File: src/rtl/cbu_pkg.sv
`timescale 1ns/1ps
package cbu_pkg;

  localparam logic OP_SUB = 1'b0;
  localparam logic OP_ADD = 1'b1;

  localparam logic [3:0] CC_AL  = 4'd0;
  localparam logic [3:0] CC_EQ  = 4'd1;
  localparam logic [3:0] CC_NE  = 4'd2;
  localparam logic [3:0] CC_LT  = 4'd3;
  localparam logic [3:0] CC_GE  = 4'd4;
  localparam logic [3:0] CC_LE  = 4'd5;
  localparam logic [3:0] CC_GT  = 4'd6;
  localparam logic [3:0] CC_LTU = 4'd7;
  localparam logic [3:0] CC_GEU = 4'd8;
  localparam logic [3:0] CC_LEU = 4'd9;
  localparam logic [3:0] CC_GTU = 4'd10;

  typedef struct packed {
    logic n;
    logic z;
    logic c;
    logic v;
  } cbu_flags_t;

endpackage

File: src/rtl/cbu_flag_alu.sv
`timescale 1ns/1ps
module cbu_flag_alu
  import cbu_pkg::*;
#(
  parameter int W = 16
) (
  input  logic         op_sel,
  input  logic [W-1:0] a,
  input  logic [W-1:0] b,
  output cbu_flags_t   flags_out
);

  logic [W-1:0] b_eff;
  logic         cin;
  logic [W:0]   sum_ext;
  logic [W-1:0] sum;

  // compare is a true subtraction: a + ~b + 1
  always_comb begin
    b_eff = (op_sel == OP_SUB) ? ~b : b;
    cin   = (op_sel == OP_SUB);
    sum_ext = {1'b0, a} + {1'b0, b_eff} + {{W{1'b0}}, cin};
    sum   = sum_ext[W-1:0];
  end

  always_comb begin
    flags_out.n = sum[W-1];
    flags_out.z = (sum == '0);
    flags_out.c = sum_ext[W];
    flags_out.v = (a[W-1] == b_eff[W-1]) && (sum[W-1] != a[W-1]);
  end

endmodule

File: src/rtl/cbu_flag_reg.sv
`timescale 1ns/1ps
module cbu_flag_reg
  import cbu_pkg::*;
(
  input  logic       clk,
  input  logic       rst_n,
  input  logic       load_en,
  input  cbu_flags_t d,
  output cbu_flags_t q
);

  cbu_flags_t q_nxt;

  always_comb begin
    q_nxt = q;
    if (load_en) q_nxt = d;
  end

  always_ff @(posedge clk or negedge rst_n) begin
    if (!rst_n) q <= '0;
    else        q <= q_nxt;
  end

  // flags hold without a load
  a_r5_hold: assert property (@(posedge clk) disable iff (!rst_n)
    !load_en |=> $stable(q));

  // flags take the computed value on a load
  a_r5_load: assert property (@(posedge clk) disable iff (!rst_n)
    load_en |=> (q == $past(d)));

endmodule

File: src/rtl/cbu_cond_eval.sv
`timescale 1ns/1ps
module cbu_cond_eval
  import cbu_pkg::*;
(
  input  logic [3:0] cond,
  input  cbu_flags_t flags,
  output logic       cond_true
);

  logic s_lt;
  logic u_lt;

  always_comb begin
    s_lt = flags.n ^ flags.v;
    u_lt = !flags.c;
    case (cond)
      CC_AL:   cond_true = 1'b1;
      CC_EQ:   cond_true = flags.z;
      CC_NE:   cond_true = !flags.z;
      CC_LT:   cond_true = s_lt;
      CC_GE:   cond_true = !s_lt;
      CC_LE:   cond_true = s_lt || flags.z;
      CC_GT:   cond_true = !s_lt && !flags.z;
      CC_LTU:  cond_true = u_lt;
      CC_GEU:  cond_true = !u_lt;
      CC_LEU:  cond_true = u_lt || flags.z;
      CC_GTU:  cond_true = !u_lt && !flags.z;
      default: cond_true = 1'b0;
    endcase
  end

endmodule

File: src/rtl/cbu_pc_target.sv
`timescale 1ns/1ps
module cbu_pc_target #(
  parameter int W          = 16,
  parameter int DW         = 8,
  parameter int INSN_BYTES = 2
) (
  input  logic [W-1:0]  pc,
  input  logic [DW-1:0] disp,
  input  logic          taken,
  output logic [W-1:0]  next_pc
);

  localparam int           SHIFT = $clog2(INSN_BYTES);
  localparam logic [W-1:0] STEP  = W'(INSN_BYTES);

  logic [W-1:0] disp_ext;
  logic [W-1:0] offs;
  logic [W-1:0] seq_pc;

  always_comb begin
    disp_ext = {{(W-DW){disp[DW-1]}}, disp};
    offs     = disp_ext << SHIFT;
    seq_pc   = pc + STEP;
    next_pc  = taken ? (seq_pc + offs) : seq_pc;
  end

endmodule

File: src/rtl/cmp_branch_unit.sv
`timescale 1ns/1ps
module cmp_branch_unit
  import cbu_pkg::*;
#(
  parameter int W          = 16,
  parameter int DW         = 8,
  parameter int INSN_BYTES = 2
) (
  input  logic          clk,
  input  logic          rst_n,
  input  logic          alu_en,
  input  logic          op_sel,
  input  logic [W-1:0]  opnd_a,
  input  logic [W-1:0]  opnd_b,
  input  logic          br_en,
  input  logic [3:0]    cond,
  input  logic [W-1:0]  pc,
  input  logic [DW-1:0] disp,
  output logic          flag_n,
  output logic          flag_z,
  output logic          flag_c,
  output logic          flag_v,
  output logic          br_taken,
  output logic [W-1:0]  next_pc
);

  localparam logic [W-1:0] STEP    = W'(INSN_BYTES);
  localparam logic [W-1:0] MIN_NEG = {1'b1, {(W-1){1'b0}}};

  // reset: asserted asynchronously, released on the clock
  logic [1:0] rst_sync_q;
  logic [1:0] rst_sync_nxt;
  logic       rst_sync_n;

  always_comb rst_sync_nxt = {rst_sync_q[0], 1'b1};

  always_ff @(posedge clk or negedge rst_n) begin
    if (!rst_n) rst_sync_q <= 2'b00;
    else        rst_sync_q <= rst_sync_nxt;
  end

  assign rst_sync_n = rst_sync_q[1];

  cbu_flags_t flags_calc;
  cbu_flags_t flags_q;
  logic       cond_true;

  cbu_flag_alu #(.W(W)) alu_i (
    .op_sel    (op_sel),
    .a         (opnd_a),
    .b         (opnd_b),
    .flags_out (flags_calc)
  );

  cbu_flag_reg flags_i (
    .clk     (clk),
    .rst_n   (rst_sync_n),
    .load_en (alu_en),
    .d       (flags_calc),
    .q       (flags_q)
  );

  cbu_cond_eval cond_i (
    .cond      (cond),
    .flags     (flags_q),
    .cond_true (cond_true)
  );

  assign br_taken = br_en && cond_true;

  cbu_pc_target #(.W(W), .DW(DW), .INSN_BYTES(INSN_BYTES)) tgt_i (
    .pc      (pc),
    .disp    (disp),
    .taken   (br_taken),
    .next_pc (next_pc)
  );

  assign flag_n = flags_q.n;
  assign flag_z = flags_q.z;
  assign flag_c = flags_q.c;
  assign flag_v = flags_q.v;

  // compare against zero leaves carry set
  a_r2_cmp_zero_carry: assert property (@(posedge clk) disable iff (!rst_sync_n)
    (alu_en && op_sel == OP_SUB && opnd_b == '0) |=> flag_c);

  // equal operands give zero with carry set
  a_r2_equal_carry: assert property (@(posedge clk) disable iff (!rst_sync_n)
    (alu_en && op_sel == OP_SUB && opnd_a == opnd_b) |=> (flag_z && flag_c));

  // an add of zero never carries
  a_r4_add_zero_no_carry: assert property (@(posedge clk) disable iff (!rst_sync_n)
    (alu_en && op_sel == OP_ADD && opnd_b == '0) |=> !flag_c);

  // nothing is signed-less than the most negative value
  a_r6_min_operand: assert property (@(posedge clk) disable iff (!rst_sync_n)
    (alu_en && op_sel == OP_SUB && opnd_b == MIN_NEG) |=> (flag_n == flag_v));

  // codes above 10 never branch
  a_r8_undef_not_taken: assert property (@(posedge clk) disable iff (!rst_sync_n)
    (br_en && cond > CC_GTU) |-> !br_taken);

  // no branch request means sequential flow
  a_r10_idle_sequential: assert property (@(posedge clk) disable iff (!rst_sync_n)
    !br_en |-> (!br_taken && next_pc == pc + STEP));

  // a target stays on an instruction boundary relative to pc
  a_r9_target_aligned: assert property (@(posedge clk) disable iff (!rst_sync_n)
    br_taken |-> (next_pc[0] == pc[0]));

endmodule

File: config.mk
export PLATFORM = sky130hd
export DESIGN_NAME = cmp_branch_unit
export DESIGN_NICKNAME = d
export VERILOG_FILES = /design/src/rtl/cbu_pkg.sv /design/src/rtl/cbu_flag_alu.sv /design/src/rtl/cbu_flag_reg.sv /design/src/rtl/cbu_cond_eval.sv /design/src/rtl/cbu_pc_target.sv /design/src/rtl/cmp_branch_unit.sv
export SDC_FILE = /design/constraint.sdc
export NUM_CORES = 1
export LEC_CHECK = 0
export BUFFER_PORTS_ARGS = -buffer_cell sky130_fd_sc_hd__buf_2
export CORE_ASPECT_RATIO = 0.6
export CORE_MARGIN = 10
export CORE_UTILIZATION = 52
export CTS_BUF_LIST = sky130_fd_sc_hd__clkbuf_8 sky130_fd_sc_hd__clkbuf_16
export DETAILED_ROUTE_END_ITERATION = 8
export HOLD_SLACK_MARGIN = 0.06
export PLACE_DENSITY = 0.83
export SETUP_SLACK_MARGIN = 0.2
export SYNTH_ARGS = -nofsm -noshare
export SYNTH_HDL_FRONTEND = slang
export SYNTH_SLANG_ARGS = --single-unit
File: constraint.sdc
create_clock -name clk -period 3.29 [get_ports clk]
set_input_delay 0.329 -clock clk [delete_from_list [all_inputs] [get_ports clk]]
set_output_delay 0.329 -clock clk [all_outputs]
set_load 0.01 [all_outputs]
==> flow_metrics.tcl, run 1 <==
set metrics [dict create \
    status "complete, no violations" \
    required_ps 2960 \
    syn-num-nets 427 \
    grt_max_degree 16 \
    slowest_stage "o41ai_4" \
    async_reset_ff_share_pct 100 \
    setup_ws_ps 117 \
    cts_buffers 3 \
    netlist_area_um2 2390 \
    finalClockSkew_ps 3.51 \
    r2r-start "flags_i.q[3]" \
    totalWireLength_um 8450 \
    fin_nets 521 \
    synthCells 324 \
    synthDistinctLibCells 54 \
    drt_iter0_drc 243 \
    place_worst_setup_slack_ps 24.7 \
    fin_crit_sh_pct 96.5 \
    critPathCaptureType "primary output" \
    grt_usage_pct 18.3 \
    rrSetupSlack_ps 2470 \
    cp_common_cell "buf_4" \
    hold_violations 0 \
    min_path_type "flop to asynchronous set/reset pin" \
    drv_cap 0 \
    cts_buffer_depth 2 \
    antenna_found_initial 0 \
    period_minus_slack_ps 3170 \
    clkSlewWorstSetupHoldPaths_ps 40 \
    p_total_uw 990 \
    crit_path_start_kind "primary input" \
    ir_drop_v 0.000321 \
    fillCellCount 313 \
    overflow 0 \
    vias 2869 \
    synth_edf_count 0 \
    p_leak_uw 0.00148 \
    detail-route-antenna-nets 0 \
    yosysTopAreaCellShare_pct 18.9 \
    worst_r2r_path_depth 1 \
    slew_viol_final 0 \
    insertion_delay_ps 220 \
    power_density_nw_per_um2 298 \
    final_common_cell "buf_2" \
    setup_viol 0 \
    fmax_mhz 315 \
    ys_ff_latch 6 \
    die_h_um 72.5 \
    first_pass_iters 8 \
    syn_area_per_cell_um2 7.36 \
    synth_area_leaders "ha_1 19%, xnor2_1 12%, dfrtp_1 6.3%, nor2_1 4.9%, xor2_1 4.8%" \
    synth_fa_ha_area_share_pct 20.6 \
    r2r-end "flags_i.q[3]" \
    clock_sinks 6 \
    synth-compound-area-share_pct 25.2 \
    synth_top_area_cell "ha_1" \
    cts_tree "built" \
    synth_top_flop_cell "dfrtp_1" \
    criticalPathCategory "primary input to primary output" \
    core_area_um2 4260 \
    most-common-layout-cells "80 x buf_2, 30 x xnor2_1, 27 x nor2_1, 27 x ha_1, 23 x nand2_1" \
    cts_root_buf "clkbuf_8" \
    synth-seq-area-share_pct 6.29 \
    path_cells "buf_4 -> ha_4 -> ha_1 -> a21o_1 -> a211oi_2 -> nor2_2 -> o41ai_4 -> buf_4 -> o21bai_1 -> a211o_1 -> a21oi_2 -> nor2_1 -> buf_2" \
    gp_congestion 0.912 \
    synth_top_family_by_area "compound AO/OA/AOI/OAI gates" \
    critPathTopFamily "compound AO/OA/AOI/OAI gates" \
    fin_setup_tns_ps 0 \
    rsz0062_at_grt "false" \
    dieArea_um2 7790 \
    cp_slowest_stage_delay_ps 400 \
    htree_levels 1 \
    synthMuxAreaShare_pct 2.20 \
    viasPerCell 6.03 \
    synth_xor_area_share_pct 17.3 \
    final_cells 476 \
    yosys_warnings 0 \
    die-width_um 107 \
    start_util_pct 56.1 \
    std_cell_rows 18 \
    cp_num_cells 13 \
    worstPathMaxFanout 6 \
    grt_pass1_wl_um 12200 \
    placed_cells 467 \
    pin_count 86 \
    wl_per_cell_um 17.8 \
    synth-simple-area-share_pct 23.9 \
    dpl.hpwl_um 6450 \
    grt_pass1_vias 2565 \
    numPortBuffers 83 \
    antennaDiodeCount 0 \
    drive_above_1_share_pct 37.7 \
    crit_buf_inv 3 \
    drc_errors 0 \
    syn2layout_area_growth_pct 39.2 \
    cp_data_arrival_time_ps 2840 \
]
## cell usage after synthesis (4+ instances only)
| cell type | instances |
|---|---|
| ha_1 | 36 |
| nand2_1 | 23 |
| and3_1 | 7 |
| o21ai_0 | 22 |
| nor3_1 | 11 |
| clkbuf_1 | 4 |
| a21o_1 | 6 |
| xnor2_1 | 34 |
| nand4_1 | 5 |
| and2_1 | 4 |
| nor2_1 | 31 |
| o31ai_1 | 4 |
| dfrtp_1 | 6 |
| nand3_1 | 9 |
| a21oi_1 | 21 |
| xor2_1 | 13 |
| a31oi_1 | 4 |
| nand2b_1 | 7 |
| inv_1 | 19 |
## per-stage QoR
| stage | utilization (%) | hold slack, ps | cell area, um^2 |
|---|---|---|---|
| floorplan | - | 33.4 | 2390 |
| global placement | 67.9 | 57.7 | 2890 |
| detailed placement | 67.9 | 61.0 | 2890 |
| CTS | 70.7 | 63.6 | 3010 |
| global route | 78.0 | 79.4 | 3320 |
| finish | 78.0 | 58.3 | 3320 |
## power by group
group          switching, uW  leakage (uW)  total, uW  internal (uW)
combinational            431       0.00138        779            348
clock                   32.9     0.0000216        112           78.7
sequential              13.9     0.0000738       99.4           85.5
## registers in the layout, summed over array words and instances (netlist names)
name        count
flags_i.q       4
rst_sync_q      2
## worst max-delay path by stage
stage / start / endpoint
final: pc[1] / next_pc[10]
after global placement: pc[1] / next_pc[14]
after floorplan: pc[1] / next_pc[14]
after global routing: pc[1] / next_pc[10]
after CTS: pc[1] / next_pc[11]
after detailed placement: pc[1] / next_pc[10]
## kinds of logic (layout without fill, tap and decap cells)
group,count (synthesis),count (layout)
fa+ha+maj,38,38
mux,5,5
simple gates,114,114
buf+inv,26,118
other cells,1,1
xor+xnor,47,47
flops,6,6
compound gates,87,87
## area by class of cell
cell class	count	area, um^2	area share [%]
flip-flops and latches	6	150	4.52
well taps	60	75.1	2.26
clock buffers	3	41.3	1.24
inverters	20	75.1	2.26
multi-input cells	292	2460	74.2
repair buffers	95	515	15.5
## what timing repair did
item / 4_1_cts / 5_1_grt
hold buffers: 1 / 0
pin swaps: 2 / 31
hold endpoints to repair: 2 / 0
buffers inserted: 0 / 5
setup endpoints to repair: 5 / 6
cloned: 0 / 0
gates resized for setup: 11 / 56
## layer usage
metal | GRT usage [%] | up-vias | routed length, um
met2 | 28.1 | 167 | 3770
li1 | - | 1360 | -
met3 | 3.62 | 21 | 783
met1 | 26.5 | 1321 | 3790
met5 | 0 | - | 0
met4 | 1.03 | 0 | 109
No activity file was read; power rests on OpenSTA's default activity.
==> run 2, diff against run 1 <==
REMOVE_ABC_BUFFERS = 1   (was default)
SLEW_MARGIN = 10   (was default)
==> flow_metrics.tcl, run 2 (synthesis gave the netlist of run 1 again) <==
set metrics [dict create \
    status "complete, no violations" \
    grt_usage_pct 16.5 \
    setup_ws_ps 111 \
    start_util_pct 56.1 \
    htree_levels 1 \
    crit_buf_inv 2 \
    power_density_nw_per_um2 288 \
    r2r-end "flags_i.q[3]" \
    insertion_delay_ps 220 \
    grt_max_degree 17 \
    finalClockSkew_ps 1.64 \
    min_path_type "flop to asynchronous set/reset pin" \
    worst_r2r_path_depth 1 \
    rrSetupSlack_ps 2520 \
    die-width_um 107 \
    top_register "flags_i.q" \
    antennaDiodeCount 0 \
    vias 2829 \
    drc_errors 0 \
    drv_cap 0 \
    placed_area_um2 2880 \
    cp_slowest_stage_delay_ps 280 \
    largestRegisters "flags_i.q (4), rst_sync_q (2)" \
    path_cells "buf_4 -> ha_4 -> nand3_2 -> xnor2_2 -> ha_4 -> a21o_1 -> a21oi_1 -> nand3_1 -> and2_4 -> a21o_1 -> a21oi_1 -> xor2_1 -> a21oi_1 -> buf_2" \
    cp_data_arrival_time_ps 2850 \
    viasPerCell 5.91 \
    largest_register_ffs 4 \
    cts_buffers 3 \
    slew_viol_final 0 \
    fin_crit_sh_pct 96.6 \
    p_leak_uw 0.00150 \
    cts_buffer_depth 2 \
    die_h_um 72.5 \
    antenna_found_initial 0 \
    worstPathMaxFanout 4 \
    totalWireLength_um 8080 \
    pin_count 86 \
    first_pass_iters 5 \
    fmax_mhz 315 \
    cts_tree "built" \
    cp_common_cell "a21oi_1" \
    slowest_stage "xnor2_2" \
    clock_sinks 6 \
    most-common-layout-cells "78 x buf_2, 30 x xnor2_1, 29 x nor2_1" \
    dpl.hpwl_um 5730 \
    syn2layout_area_growth_pct 41.0 \
    core_area_um2 4260 \
    critPathTopFamily "compound AO/OA/AOI/OAI gates" \
    gp_congestion 0.936 \
    finalInstanceArea_um2 3360 \
    clkSlewWorstSetupHoldPaths_ps 40 \
    grt_pass1_wl_um 11400 \
    numPortBuffers 83 \
    p_total_uw 969 \
    rsz0062_at_grt "true" \
    grt_pass1_vias 2627 \
    setup_viol 0 \
    ir_drop_v 0.000358 \
    overflow 0 \
    period_minus_slack_ps 3180 \
    criticalPathCategory "primary input to primary output" \
    crit_path_start_kind "primary input" \
    cts_root_buf "clkbuf_8" \
    drt_iter0_drc 174 \
    detail-route-antenna-nets 0 \
    fin_nets 524 \
    required_ps 2960 \
    place_worst_setup_slack_ps 75.8 \
    final_common_cell "buf_2" \
    std_cell_rows 18 \
    dieArea_um2 7790 \
    drive_above_1_share_pct 37.5 \
    hold_violations 0 \
    critPathCaptureType "primary output" \
    r2r-start "flags_i.q[3]" \
    wl_per_cell_um 16.9 \
]
[run 2: what timing repair did]
| action | CTS | global route |
|---|---|---|
| hold endpoints to repair | 2 | 0 |
| setup endpoints to repair | 4 | 6 |
| pin swaps | 3 | 27 |
| gates cloned | 0 | 0 |
| hold buffers | 1 | 0 |
| buffers inserted | 0 | 10 |
| gates resized for setup | 12 | 49 |
[run 2: layer usage]
layer / part of all wire (%) / vias to the layer above / track usage [%]
li1: - / 1364 / -
met1: 41 / 1293 / 20.7
met2: 48 / 150 / 29.6
met3: 8.2 / 22 / 3.00
met4: 2.4 / 0 / 1.77
met5: 0 / - / 0
[run 2: cell type report]
type / instances / area (um^2)
Tap cell: 60 / 75.1
Fill cell: 284 / 893
Timing Repair Buffer: 98 / 547
Inverter: 20 / 75.1
Multi-Input combinational cell: 292 / 2470
Sequential cell: 6 / 150
Clock buffer: 3 / 41.3
[run 2: worst max-delay path by stage]
stage	startpoint	to	slack, ps	cells past startpoint
3_5_place_dp	pc[1]	next_pc[10]	80	13
5_1_grt	pc[2]	next_pc[11]	-10	14
6_report	pc[2]	next_pc[11]	110	14
3_3_place_gp	pc[1]	next_pc[14]	150	12
4_1_cts	pc[5]	next_pc[15]	200	13
2_1_floorplan	pc[1]	next_pc[14]	310	10
[run 2: power by group]
group          switching [uW]  total [uW]  internal [uW]
sequential               10.7        96.3           85.6
combinational             415         763            348
clock                    31.2         110           78.6
total                     457         969            512
[run 2: stage by stage]
| step | setup TNS, ps | std cells | utilization [%] | hold WS (ps) |
|---|---|---|---|---|
| detailed placement | 0 | 465 | 67.6 | 61.4 |
| global placement | 0 | 465 | 67.6 | 58.3 |
| global route | -13.5 | 479 | 79.0 | 73.4 |
| finish | 0 | 479 | 79.0 | 54.2 |
| CTS | 0 | 469 | 70.5 | 62.5 |
| floorplan | 0 | 318 | - | 33.4 |
==> run 3, diff against run 2 <==
CORE_UTILIZATION = 30   (was 52)
PLACE_DENSITY = default   (was 0.83)
==> flow_metrics.tcl, run 3 (synthesis gave the netlist of run 1 again) <==
set metrics [dict create \
    status "complete, no violations" \
    p_clk_share_pct 18.6 \
    cts_buffer_depth 2 \
    drv_cap 0 \
    p_sw_share_pct 43.3 \
    most-common-layout-cells "78 x buf_2, 30 x xnor2_1, 28 x nor2_1" \
    clkSlewWorstSetupHoldPaths_ps 30 \
    overflow 0 \
    cts_tree "built" \
    first_pass_iters 4 \
    use_met3_pct 2.24 \
    antennaDiodeCount 0 \
    busiest_layer "met2" \
    insertion_delay_ps 230 \
    fmax_mhz 334 \
    ir_drop_v 0.000160 \
    crit_path_start_kind "primary input" \
    largestRegisters "flags_i.q (4), rst_sync_q (2)" \
    gp_congestion 0.839 \
    cp_data_arrival_time_ps 2670 \
    clock_sinks 6 \
    setup_ws_ps 295 \
    p_sw_uw 457 \
    p_leak_uw 0.00154 \
    intPower_uw 597 \
    period_minus_slack_ps 3000 \
    grt.met1_usage_pct 15.9 \
    vias 2705 \
    pin_count 86 \
    htree_levels 1 \
    cts_root_buf "clkbuf_16" \
    grt_usage_pct 12.1 \
    cts_buffers 3 \
    dieArea_um2 12000 \
    min_path_type "flop to asynchronous set/reset pin" \
    setup_viol 0 \
    worst_r2r_path_depth 2 \
    power_density_nw_per_um2 300 \
    die_h_um 89.1 \
    place_worst_setup_slack_ps -15.3 \
    fin_crit_sh_pct 91.0 \
    fin_nets 532 \
    fillCellCount 793 \
    grt_pass1_vias 2631 \
    criticalPathCategory "primary input to primary output" \
    core_area_um2 7820 \
    grt_max_degree 18 \
    drc_errors 0 \
    detail-route-antenna-nets 0 \
    worstPathMaxFanout 4 \
    finalClockSkew_ps 0.203 \
    start_util_pct 30.5 \
    fin_util_pct 44.9 \
    seqPwrFrac_pct 9.3 \
    required_ps 2960 \
    final_common_cell "buf_2" \
    pwr-share-comb_pct 72.1 \
    largest_register_ffs 4 \
    viasPerCell 5.06 \
    numPortBuffers 83 \
    hold_violations 0 \
    top_register "flags_i.q" \
    critPathCaptureType "primary output" \
    drive_above_1_share_pct 38.6 \
    dpl.hpwl_um 6280 \
    die-width_um 135 \
    std_cell_rows 25 \
    use_met2_pct 20.4 \
    antenna_found_initial 0 \
    slew_viol_final 0 \
    grt_pass1_wl_um 12400 \
    drt_iter0_drc 143 \
    wl_per_cell_um 14.9 \
    rsz0062_at_grt "true" \
    totalWireLength_um 7990 \
    whs_ps 68.1 \
    syn2layout_area_growth_pct 47.1 \
]
## run 3: critical path: stages
cell and delay [ps]:
buf_4 120, ha_2 160, and3_4 210, and3_4 210, xor2_4 190, ha_4 240, nor2_2 130, o21bai_1 90
and2_1 170, a21o_1 180, a21oi_1 180, xor2_1 220, a21oi_1 100, buf_2 140
## run 3: final cells by class
cell class / instances / area [um^2] / area share, %
clock buffer: 3 / 75.1 / 2.14
inverter: 20 / 78.8 / 2.25
multi-input combinational: 292 / 2460 / 70.2
sequential: 6 / 150 / 4.28
tap: 108 / 135 / 3.85
timing repair buffer: 106 / 607 / 17.3
## run 3: stage by stage
| step | setup TNS (ps) | std cells | total power (uW) | instance area [um^2] |
|---|---|---|---|---|
| floorplan | 0 | 318 | 546 | 2360 |
| global placement | 0 | 514 | 752 | 2940 |
| detailed placement | -34.2 | 514 | 761 | 2940 |
| CTS | 0 | 525 | 998 | 3240 |
| global route | 0 | 535 | 1150 | 3510 |
| finish | 0 | 535 | 1050 | 3510 |
## run 3: final timing paths
kind / slack (ps) / from / endpoint
setup / recovery: 290 / pc[2] / next_pc[11]
hold / removal: 70 / rst_sync_q[1] / flags_i.q[3]
setup reg to reg: 2460 / flags_i.q[1] / flags_i.q[1]
hold reg to reg: 70 / rst_sync_q[1] / flags_i.q[3]
max in group asynchronous: 2760 / rst_n / rst_sync_q[0]
min in group clk: 370 / rst_sync_q[0] / rst_sync_q[1]
## run 3: metal layers
| metal | share of wire, % | vias to the layer above |
|---|---|---|
| met2 | 45 | 79 |
| met5 | 0 | - |
| met4 | 0.56 | 0 |
| li1 | - | 1373 |
| met3 | 5.4 | 6 |
| met1 | 49 | 1247 |
## run 3: what timing repair did
item	CTS	global route
cloned	0	0
setup endpoints to repair	6	7
gates resized for setup	27	37
setup buffers	7	10
endpoints found under the hold margin	2	0
hold buffers	1	0
pin swaps	11	28
## run 3: power by group through the flow
stage | Clock [uW] | Combinational, uW | Sequential [uW]
finish | 196 | 760 | 98.6
global route | 205 | 844 | 99.4
CTS | 200 | 700 | 98.0
detailed placement | 0 | 662 | 98.2
global placement | 0 | 654 | 97.8
floorplan | 0 | 445 | 100
